**src/rtl/wam_pkg.sv**
```systemverilog
package wam_pkg;
  localparam int NUM_CH   = 8;
  localparam int DATA_W   = 10;
  localparam int CH_IDX_W = $clog2(NUM_CH);
  localparam int ADDR_W   = CH_IDX_W + 2;
  localparam int NUM_OUT  = 4;
  localparam int REG_W    = DATA_W;

  localparam logic [DATA_W-1:0] LIMIT_MAX = '1;

  // register groups selected by the two top address bits
  localparam logic [1:0] GRP_LOW  = 2'd0;
  localparam logic [1:0] GRP_HIGH = 2'd1;
  localparam logic [1:0] GRP_MASK = 2'd2;
  localparam logic [1:0] GRP_MISC = 2'd3;
  localparam logic [CH_IDX_W-1:0] MISC_CLR = 0;
  localparam logic [CH_IDX_W-1:0] MISC_MON = 1;

  typedef struct packed {
    logic [NUM_CH-1:0] wrLow;
    logic [NUM_CH-1:0] wrHigh;
    logic [NUM_CH-1:0] wrMask;
    logic [NUM_CH-1:0] clrSticky;
    logic [REG_W-1:0]  wrData;
    logic              sampleEn;
  } ctrlStrobes_t;
endpackage

```
**src/rtl/wam_ctrl.sv**
```systemverilog
module wam_ctrl
  import wam_pkg::*;
(
  input  logic              clk,
  input  logic              rst_n,
  input  logic              regWrEn,
  input  logic [ADDR_W-1:0] regAddr,
  input  logic [REG_W-1:0]  regWrData,
  input  logic              arAck,
  input  logic              anyHit,
  output ctrlStrobes_t      strb,
  output logic              busAlertN
);
  logic monEn;
  logic monWr;
  logic busAlert;
  logic [1:0] grp;
  logic [CH_IDX_W-1:0] idx;

  assign grp = regAddr[ADDR_W-1:ADDR_W-2];
  assign idx = regAddr[CH_IDX_W-1:0];

  always_comb begin
    strb = '0;
    strb.wrData   = regWrData;
    strb.sampleEn = monEn;
    monWr = 1'b0;
    if (regWrEn) begin
      unique case (grp)
        GRP_LOW:  strb.wrLow[idx]  = 1'b1;
        GRP_HIGH: strb.wrHigh[idx] = 1'b1;
        GRP_MASK: strb.wrMask[idx] = 1'b1;
        default: begin
          if (idx == MISC_CLR) strb.clrSticky = regWrData[NUM_CH-1:0];
          else if (idx == MISC_MON) monWr = 1'b1;
        end
      endcase
    end
  end

  always_ff @(posedge clk or negedge rst_n) begin
    if (!rst_n) begin
      monEn    <= 1'b1;
      busAlert <= 1'b0;
    end else begin
      if (monWr) monEn <= regWrData[0];
      if (anyHit) busAlert <= 1'b1;
      else if (arAck && !monEn) busAlert <= 1'b0;
    end
  end

  assign busAlertN = ~busAlert;
endmodule

```
**src/rtl/wam_datapath.sv**
```systemverilog
module wam_datapath
  import wam_pkg::*;
(
  input  logic                clk,
  input  logic                rst_n,
  input  ctrlStrobes_t        strb,
  input  logic                sampleValid,
  input  logic [CH_IDX_W-1:0] sampleChan,
  input  logic [DATA_W-1:0]   sampleData,
  output logic [NUM_CH-1:0]   sticky,
  output logic [NUM_OUT-1:0]  outActive,
  output logic                anyHit
);
  logic [NUM_CH-1:0]  hitNow;
  logic [NUM_CH-1:0]  hitQ;
  logic [NUM_OUT-1:0] maskCol [NUM_CH];

  genvar gc;
  generate
    for (gc = 0; gc < NUM_CH; gc++) begin : g_ch
      logic [DATA_W-1:0]  lowLim;
      logic [DATA_W-1:0]  highLim;
      logic [NUM_OUT-1:0] routeMask;

      always_ff @(posedge clk or negedge rst_n) begin
        if (!rst_n) begin
          lowLim    <= '0;
          highLim   <= LIMIT_MAX;
          routeMask <= '1;
        end else begin
          if (strb.wrLow[gc])  lowLim    <= strb.wrData[DATA_W-1:0];
          if (strb.wrHigh[gc]) highLim   <= strb.wrData[DATA_W-1:0];
          if (strb.wrMask[gc]) routeMask <= strb.wrData[NUM_OUT-1:0];
        end
      end

      assign hitNow[gc] = sampleValid && strb.sampleEn &&
                          (sampleChan == CH_IDX_W'(gc)) &&
                          ((sampleData > highLim) || (sampleData < lowLim));
      assign maskCol[gc] = routeMask;
    end
  endgenerate

  always_ff @(posedge clk or negedge rst_n) begin
    if (!rst_n) begin
      hitQ   <= '0;
      sticky <= '0;
    end else begin
      hitQ   <= hitNow;
      sticky <= (sticky & ~strb.clrSticky) | hitQ;
    end
  end

  assign anyHit = |hitQ;

  genvar go;
  generate
    for (go = 0; go < NUM_OUT; go++) begin : g_out
      logic [NUM_CH-1:0] routed;
      always_comb begin
        for (int c = 0; c < NUM_CH; c++) routed[c] = sticky[c] & maskCol[c][go];
      end
      assign outActive[go] = |routed;
    end
  endgenerate
endmodule

```
**src/rtl/window_alert_monitor.sv**
```systemverilog
module window_alert_monitor
  import wam_pkg::*;
(
  input  logic                clk,
  input  logic                rst_n,
  input  logic                sampleValid,
  input  logic [CH_IDX_W-1:0] sampleChan,
  input  logic [DATA_W-1:0]   sampleData,
  input  logic                regWrEn,
  input  logic [ADDR_W-1:0]   regAddr,
  input  logic [REG_W-1:0]    regWrData,
  input  logic                arAck,
  output logic                healthyN,
  output logic                faultN,
  output logic                faultIrqN,
  output logic                limIrqN,
  output logic                busAlertN,
  output logic [NUM_CH-1:0]   alertStatus
);
  ctrlStrobes_t       strb;
  logic               anyHit;
  logic [NUM_OUT-1:0] outActive;

  wam_ctrl u_ctrl (
    .clk, .rst_n, .regWrEn, .regAddr, .regWrData, .arAck,
    .anyHit, .strb, .busAlertN
  );

  wam_datapath u_dp (
    .clk, .rst_n, .strb, .sampleValid, .sampleChan, .sampleData,
    .sticky(alertStatus), .outActive, .anyHit
  );

  assign healthyN  =  outActive[0];
  assign faultN    = ~outActive[1];
  assign faultIrqN = ~outActive[2];
  assign limIrqN   = ~outActive[3];
endmodule

```
**config.mk**
```make
export PLATFORM = sky130hd
export DESIGN_NAME = window_alert_monitor
export DESIGN_NICKNAME = d
export VERILOG_FILES = /design/src/rtl/wam_pkg.sv /design/src/rtl/wam_ctrl.sv /design/src/rtl/wam_datapath.sv /design/src/rtl/window_alert_monitor.sv
export SDC_FILE = /design/constraint.sdc
export NUM_CORES = 1
export LEC_CHECK = 0
export ABC_CLOCK_PERIOD_IN_PS = 1700
export BUFFER_PORTS_ARGS = -buffer_cell sky130_fd_sc_hd__buf_4
export CAP_MARGIN = 40
export CELL_PAD_IN_SITES_DETAIL_PLACEMENT = 1
export CELL_PAD_IN_SITES_GLOBAL_PLACEMENT = 2
export CORE_ASPECT_RATIO = 0.8
export CORE_MARGIN = 5
export CORE_UTILIZATION = 23
export DETAILED_ROUTE_END_ITERATION = 8
export PLACE_DENSITY_LB_ADDON = 0.1
export SLEW_MARGIN = 20
export SYNTH_ARGS = -nofsm -noshare
export SYNTH_HDL_FRONTEND = slang
export SYNTH_SLANG_ARGS = --single-unit
```
**constraint.sdc**
```tcl
create_clock -name clk -period 1.7 [get_ports clk]
set_input_delay 0.085 -clock clk [delete_from_list [all_inputs] [get_ports clk]]
set_output_delay 0.085 -clock clk [all_outputs]
set_load 0.005 [all_outputs]
```
After elaboration in Yosys (flattened, before gate mapping) --
Cells that the tools add are included.
Word-level totals: register bits 210, bits of input ports 33
Operators by class: magnitude comparators 18, eq/ne operators 10, mux-type cells 14, bitwise gates (word level) 39, reductions and logical operators 38
Operators by type and width (count):
- $gt 10x10->1 | 8
- $lt 10x10->1 | 8
- $mux 8 | 5
- $reduce_or 8->1 | 5
- $and 1x1->1 | 32
- $mux 32 | 1
- $logic_and 1x1->1 | 19
- $eq 3x3->1 const B | 4
- $and 8x8->8 | 1
- $logic_or 1x1->1 | 8
- $not 8->8 | 1
- $or 8x8->8 | 1
- $mux 1 | 7
- $eq 3x1->1 const B | 2
- $eq 3x2->1 const B | 2
- $logic_not 3->1 | 2
- $lt 3x4->1 const B | 1
- $not 1->1 | 4
- $demux 1 s3 | 1
- $ge 3x1->1 const B | 1
- $reduce_or 3->1 | 1
- $eq 2x1->1 const B | 1
- $eq 2x2->1 const B | 1
- $logic_not 2->1 | 1
- 2 further kinds | 2

Longest topological paths before layout --
word-level depth 9, gate-level depth with buffers 7, mapped depth without buffers 7

Cells and area by module --
From an unflattened synthesis, not the netlist that was laid out.
Unflattened totals: cells, all modules 1243, area, all modules 11873.9 µm²
By module, submodules not included:
- wam_datapath | times used 1, cells an instance 1176, area each 11447.2 µm²
- wam_ctrl | times used 1, cells an instance 64, area each 415.4 µm²
- window_alert_monitor | times used 1, cells an instance 3, area each 11.3 µm²

Worst setup path after synthesis --
Ideal clock, no wire load.
kind register to register, from reg u_dp.g_ch[6].highLim[5], to reg u_dp.hitQ[6], arrival 1390 ps, data required time 1599 ps, setup slack 209 ps, stages on the path, launching flop included 7, path buffers 0, period minus slack after synthesis 1491 ps, path through dfstp_2 > inv_1 > ha_1 > nand4_1 > o221ai_1 > a21oi_1 > o32ai_1
Between the ends: word-level cells in the longest chain between the ends 3
RTL lines:
- start: declaration | line wam_datapath.sv:22 | logic [DATA_W-1:0] highLim;
- start signal: assignment | line wam_datapath.sv:32 | if (strb.wrHigh[gc]) highLim <= strb.wrData[DATA_W-1:0];
- $gt 10x10->1 | line wam_datapath.sv:39 | ((sampleData > highLim) || (sampleData < lowLim));
- $logic_or 1x1->1 | line wam_datapath.sv:39
- $logic_and 1x1->1 | line wam_datapath.sv:38 | (sampleChan == CH_IDX_W'(gc)) &&
- via u_dp.hitNow[6] | line wam_datapath.sv:14 | logic [NUM_CH-1:0] hitNow;
- end signal: assignment | line wam_datapath.sv:49 | hitQ <= hitNow;
- end: declaration | line wam_datapath.sv:15 | logic [NUM_CH-1:0] hitQ;
The timed path passes the listed nets, and every way through them passes these cells. A chain may end at the register's enable or synchronous reset.

Worst setup path after layout --
from reg u_dp.sticky[0], to out limIrqN
Between the ends: word-level cells in the longest chain between the ends 3
RTL lines:
- start: declaration | line wam_datapath.sv:10 | output logic [NUM_CH-1:0] sticky,
- start signal: assignment | line wam_datapath.sv:50 | sticky <= (sticky & ~strb.clrSticky) | hitQ;
- $and 1x1->1 | line wam_datapath.sv:61 | for (int c = 0; c < NUM_CH; c++) routed[c] = sticky[c] & maskCol[c][go];
- $reduce_or 8->1 | line wam_datapath.sv:63 | assign outActive[go] = |routed;
- $not 1->1 | line window_alert_monitor.sv:37 | assign limIrqN = ~outActive[3];
- end: declaration | line window_alert_monitor.sv:16 | output logic limIrqN,
No other way between the ends.

==> flow_summary.json <==
{
  "post_drt_wl_per_cell_microns": 20.80,
  "start_kind": "flop",
  "fin_util": 0.2932,
  "slew_headroom": 0.5546,
  "synthXorXnorAreaFrac": 0,
  "grt_max_degree": 54,
  "die_w_microns": 263.5,
  "cp-end-kind": "output pin",
  "drc": 0,
  "routabilityCongestion": 0.7246,
  "area_growth_pct": 26.28,
  "rsz0062_at_grt": "true",
  "synth_top_area_frac": 0.2511,
  "finalWirelength_microns": 40680,
  "synth_simple_gate_area_frac": 0.08645,
  "die-area_sq_mm": 0.05608,
  "ir_drop_uv": 649.3,
  "clkLatencyLatePin_ns": 0.54,
  "synth_compound_area_frac": 0.1210,
  "drv_cap": 0,
  "grt_first_pass_wirelength_microns": 61960,
  "grt_overflow": 0,
  "n_antenna_cell": 0,
  "total_power_mw": 18.13,
  "holdPathStages": 5,
  "synth_area_leader_cell": "dfstp_2",
  "antenna_left": 0,
  "num_rows": 74,
  "syn_area_per_cell_sq_um": 10.52,
  "period_share": 1.016,
  "clock_skew_ns": 0.01288,
  "io_pins": 46,
  "synth.area.mux_share": 0.1152,
  "drive_gt1_frac": 0.3546,
  "synth_area_leaders": "dfstp_2 (25%), dfrtp_1 (21%), ha_1 (16%)",
  "synth_nets": 1309,
  "crit_fanout": 6,
  "crit_arrival_ns": 1.64,
  "ys_ff_latch": 210,
  "htreeDepth": 1,
  "path_class": "reg -> out",
  "synth_edf_count": 0,
  "initial_core_util": 0.2322,
  "crit_required_ns": 1.62,
  "viasPerCell": 4.406,
  "ff_latch_area_sq_mm": 0.005406,
  "fmax_ghz": 0.5789,
  "tightest_slew_ns": 0.6681,
  "final-hold-violation-count": 0,
  "core_sq_mm": 0.05092,
  "cts_buffers": 26,
  "clk_pin_slew_ns": 0.06,
  "cts-root-buf": "clkbuf_16",
  "grt_pass1_vias": 9191,
  "dp_hpwl_microns": 27950,
  "r2r_cells": 6,
  "violations": "setup timing",
  "fillers": 5748,
  "tritoncts": "done",
  "synth_ff_type": "dfstp_2",
  "multiInputGateArea_sq_mm": 0.005941,
  "synth_cells": 1124,
  "io_buffers": 45,
  "p_per_area_mw_per_mm2": 1214,
  "async_flop_share": 1.000,
  "setup-violations-final": 1,
  "vias": 8618,
  "synth_cell_type_count": 42,
  "drt_iter0_drc": 294,
  "die_h_microns": 212.8,
  "yosys_warnings": 0,
  "dr.pass1.iters": 4,
  "antenna_found_initial": 2,
  "clockBufferDepth": 3,
  "synthAdderAreaFrac": 0.1608,
  "fin_ws_ns": -0.02743,
  "cts_sinks": 210,
  "mostFrequentLayoutCells": "inv_1 (155), ha_1 (146), mux2_2 (121), nand2_1 (118), dfstp_2 (113)",
  "globalRouteTotalUtil": 0.1456,
  "status": "finished with violations",
  "final_common_cell": "inv_1",
  "nets": 1437,
  "min_path_type": "in -> reg",
  "seq_area_frac_synth": 0.4564,
  "min_period_ns": 1.727,
  "leakage_nw": 6.676,
  "synth_top_family_by_area": "adder cells",
  "syn_area_sq_mm": 0.01183,
  "drv_slew": 0
}
[cells by family after synthesis]
kind of cell               count (synthesis)
and+or+nand+nor                          215
buffers and inverters                    185
muxes                                    121
DFF                                      210
AOI/OAI and AO/OA                        241
adders and majority gates                152
[path summary, 6_finish.rpt]
kind	start	end	slack (ns)
hold reg to reg	u_dp.hitQ[1]	u_dp.sticky[1]	0.48
setup / recovery	u_dp.sticky[0]	limIrqN	-0.03
setup reg to reg	u_dp.g_ch[6].highLim[4]	u_dp.hitQ[6]	0.07
min in group asynchronous	rst_n	u_dp.g_ch[7].lowLim[4]	0.08
hold / removal	sampleChan[2]	u_dp.hitQ[7]	0.02
max in group asynchronous	rst_n	u_dp.g_ch[0].highLim[3]	0.93
[area by class of cell]
| class | count | area share |
|---|---|---|
| clock inverters | 11 | 0.01374 |
| multi-input cells | 729 | 0.3978 |
| flip-flops and latches | 210 | 0.3620 |
| clock buffers | 37 | 0.05245 |
| well taps | 684 | 0.05731 |
| repair buffers | 129 | 0.07742 |
| inverters | 156 | 0.03921 |
[power by group]
group	switching, mW	total [mW]	internal [mW]
Sequential	0.660	7.14	6.48
Clock	2.37	6.47	4.10
Combinational	2.35	4.52	2.17
Total	5.38	18.1	12.8
[sequential cells by signal (all words and copies together), names as in the netlist]
name and cells:
u_ctrl.busAlert 1, u_ctrl.monEn 1, u_dp.g_ch.highLim 80, u_dp.g_ch.lowLim 80, u_dp.g_ch.routeMask 32, u_dp.hitQ 8, u_dp.sticky 8
[worst max-delay path, cell delays in order, from the launching register on]
cell and delay, ns:
dfrtp_2 0.49, a22oi_2 0.23, and4_1 0.25, buf_4 0.12
[per-stage QoR]
| stage | setup slack (ns) | cells | cell area (sq um) | hold WS [ns] | TNS [ns] |
|---|---|---|---|---|---|
| 6_report | -0.02743 | 1956 | 14930 | 0.02200 | -0.02743 |
| 5_1_grt | -0.07686 | 1956 | 14930 | 0.02762 | -0.2841 |
| 4_1_cts | -0.03492 | 1952 | 14710 | 0.001051 | -0.05363 |
| 3_5_place_dp | -0.03894 | 1889 | 13540 | 0.08130 | -0.03894 |
| 3_3_place_gp | -0.05539 | 1889 | 13540 | 0.08293 | -0.08704 |
| 2_1_floorplan | 0.2094 | 1124 | 11830 | -0.2106 | 0 |
[what timing repair did]
| action | in CTS | in global routing |
|---|---|---|
| resized for setup | 14 | 37 |
| setup buffers | 3 | 5 |
| setup endpoints to repair | 5 | 11 |
| hold buffers | 12 | 0 |
| pin swaps | 2 | 19 |
| hold endpoints to repair | 168 | 0 |
[Yosys cell counts, drive strengths merged (2+ instances only)]
library cell  instances
a211o                 2
a21boi                8
a21o                 17
a21oi                70
a22oi                16
and4                  5
buf                   8
clkbuf               21
dfrtp                97
dfstp               113
ha                  152
inv                 155
mux2                121
nand2               121
nand2b                2
nand3                12
nand3b                7
nand4                18
nor2                 26
nor2b                 7
nor3                  5
nor3b                 4
nor4                  3
o2111a                7
o211ai                3
o21ai                94
o221ai                8
o22ai                 7
o31ai                 7
or2                   2
[per-layer routing]
metal  track usage  part of all wire  vias up
met4       0.01883             0.013        0
met1        0.2286              0.54     4323
li1              -                 -     4173
met2        0.2199              0.42       87
met5             0                 0        -
met3       0.01740             0.026       35
Note: power is estimated with default switching activity, not from simulation.
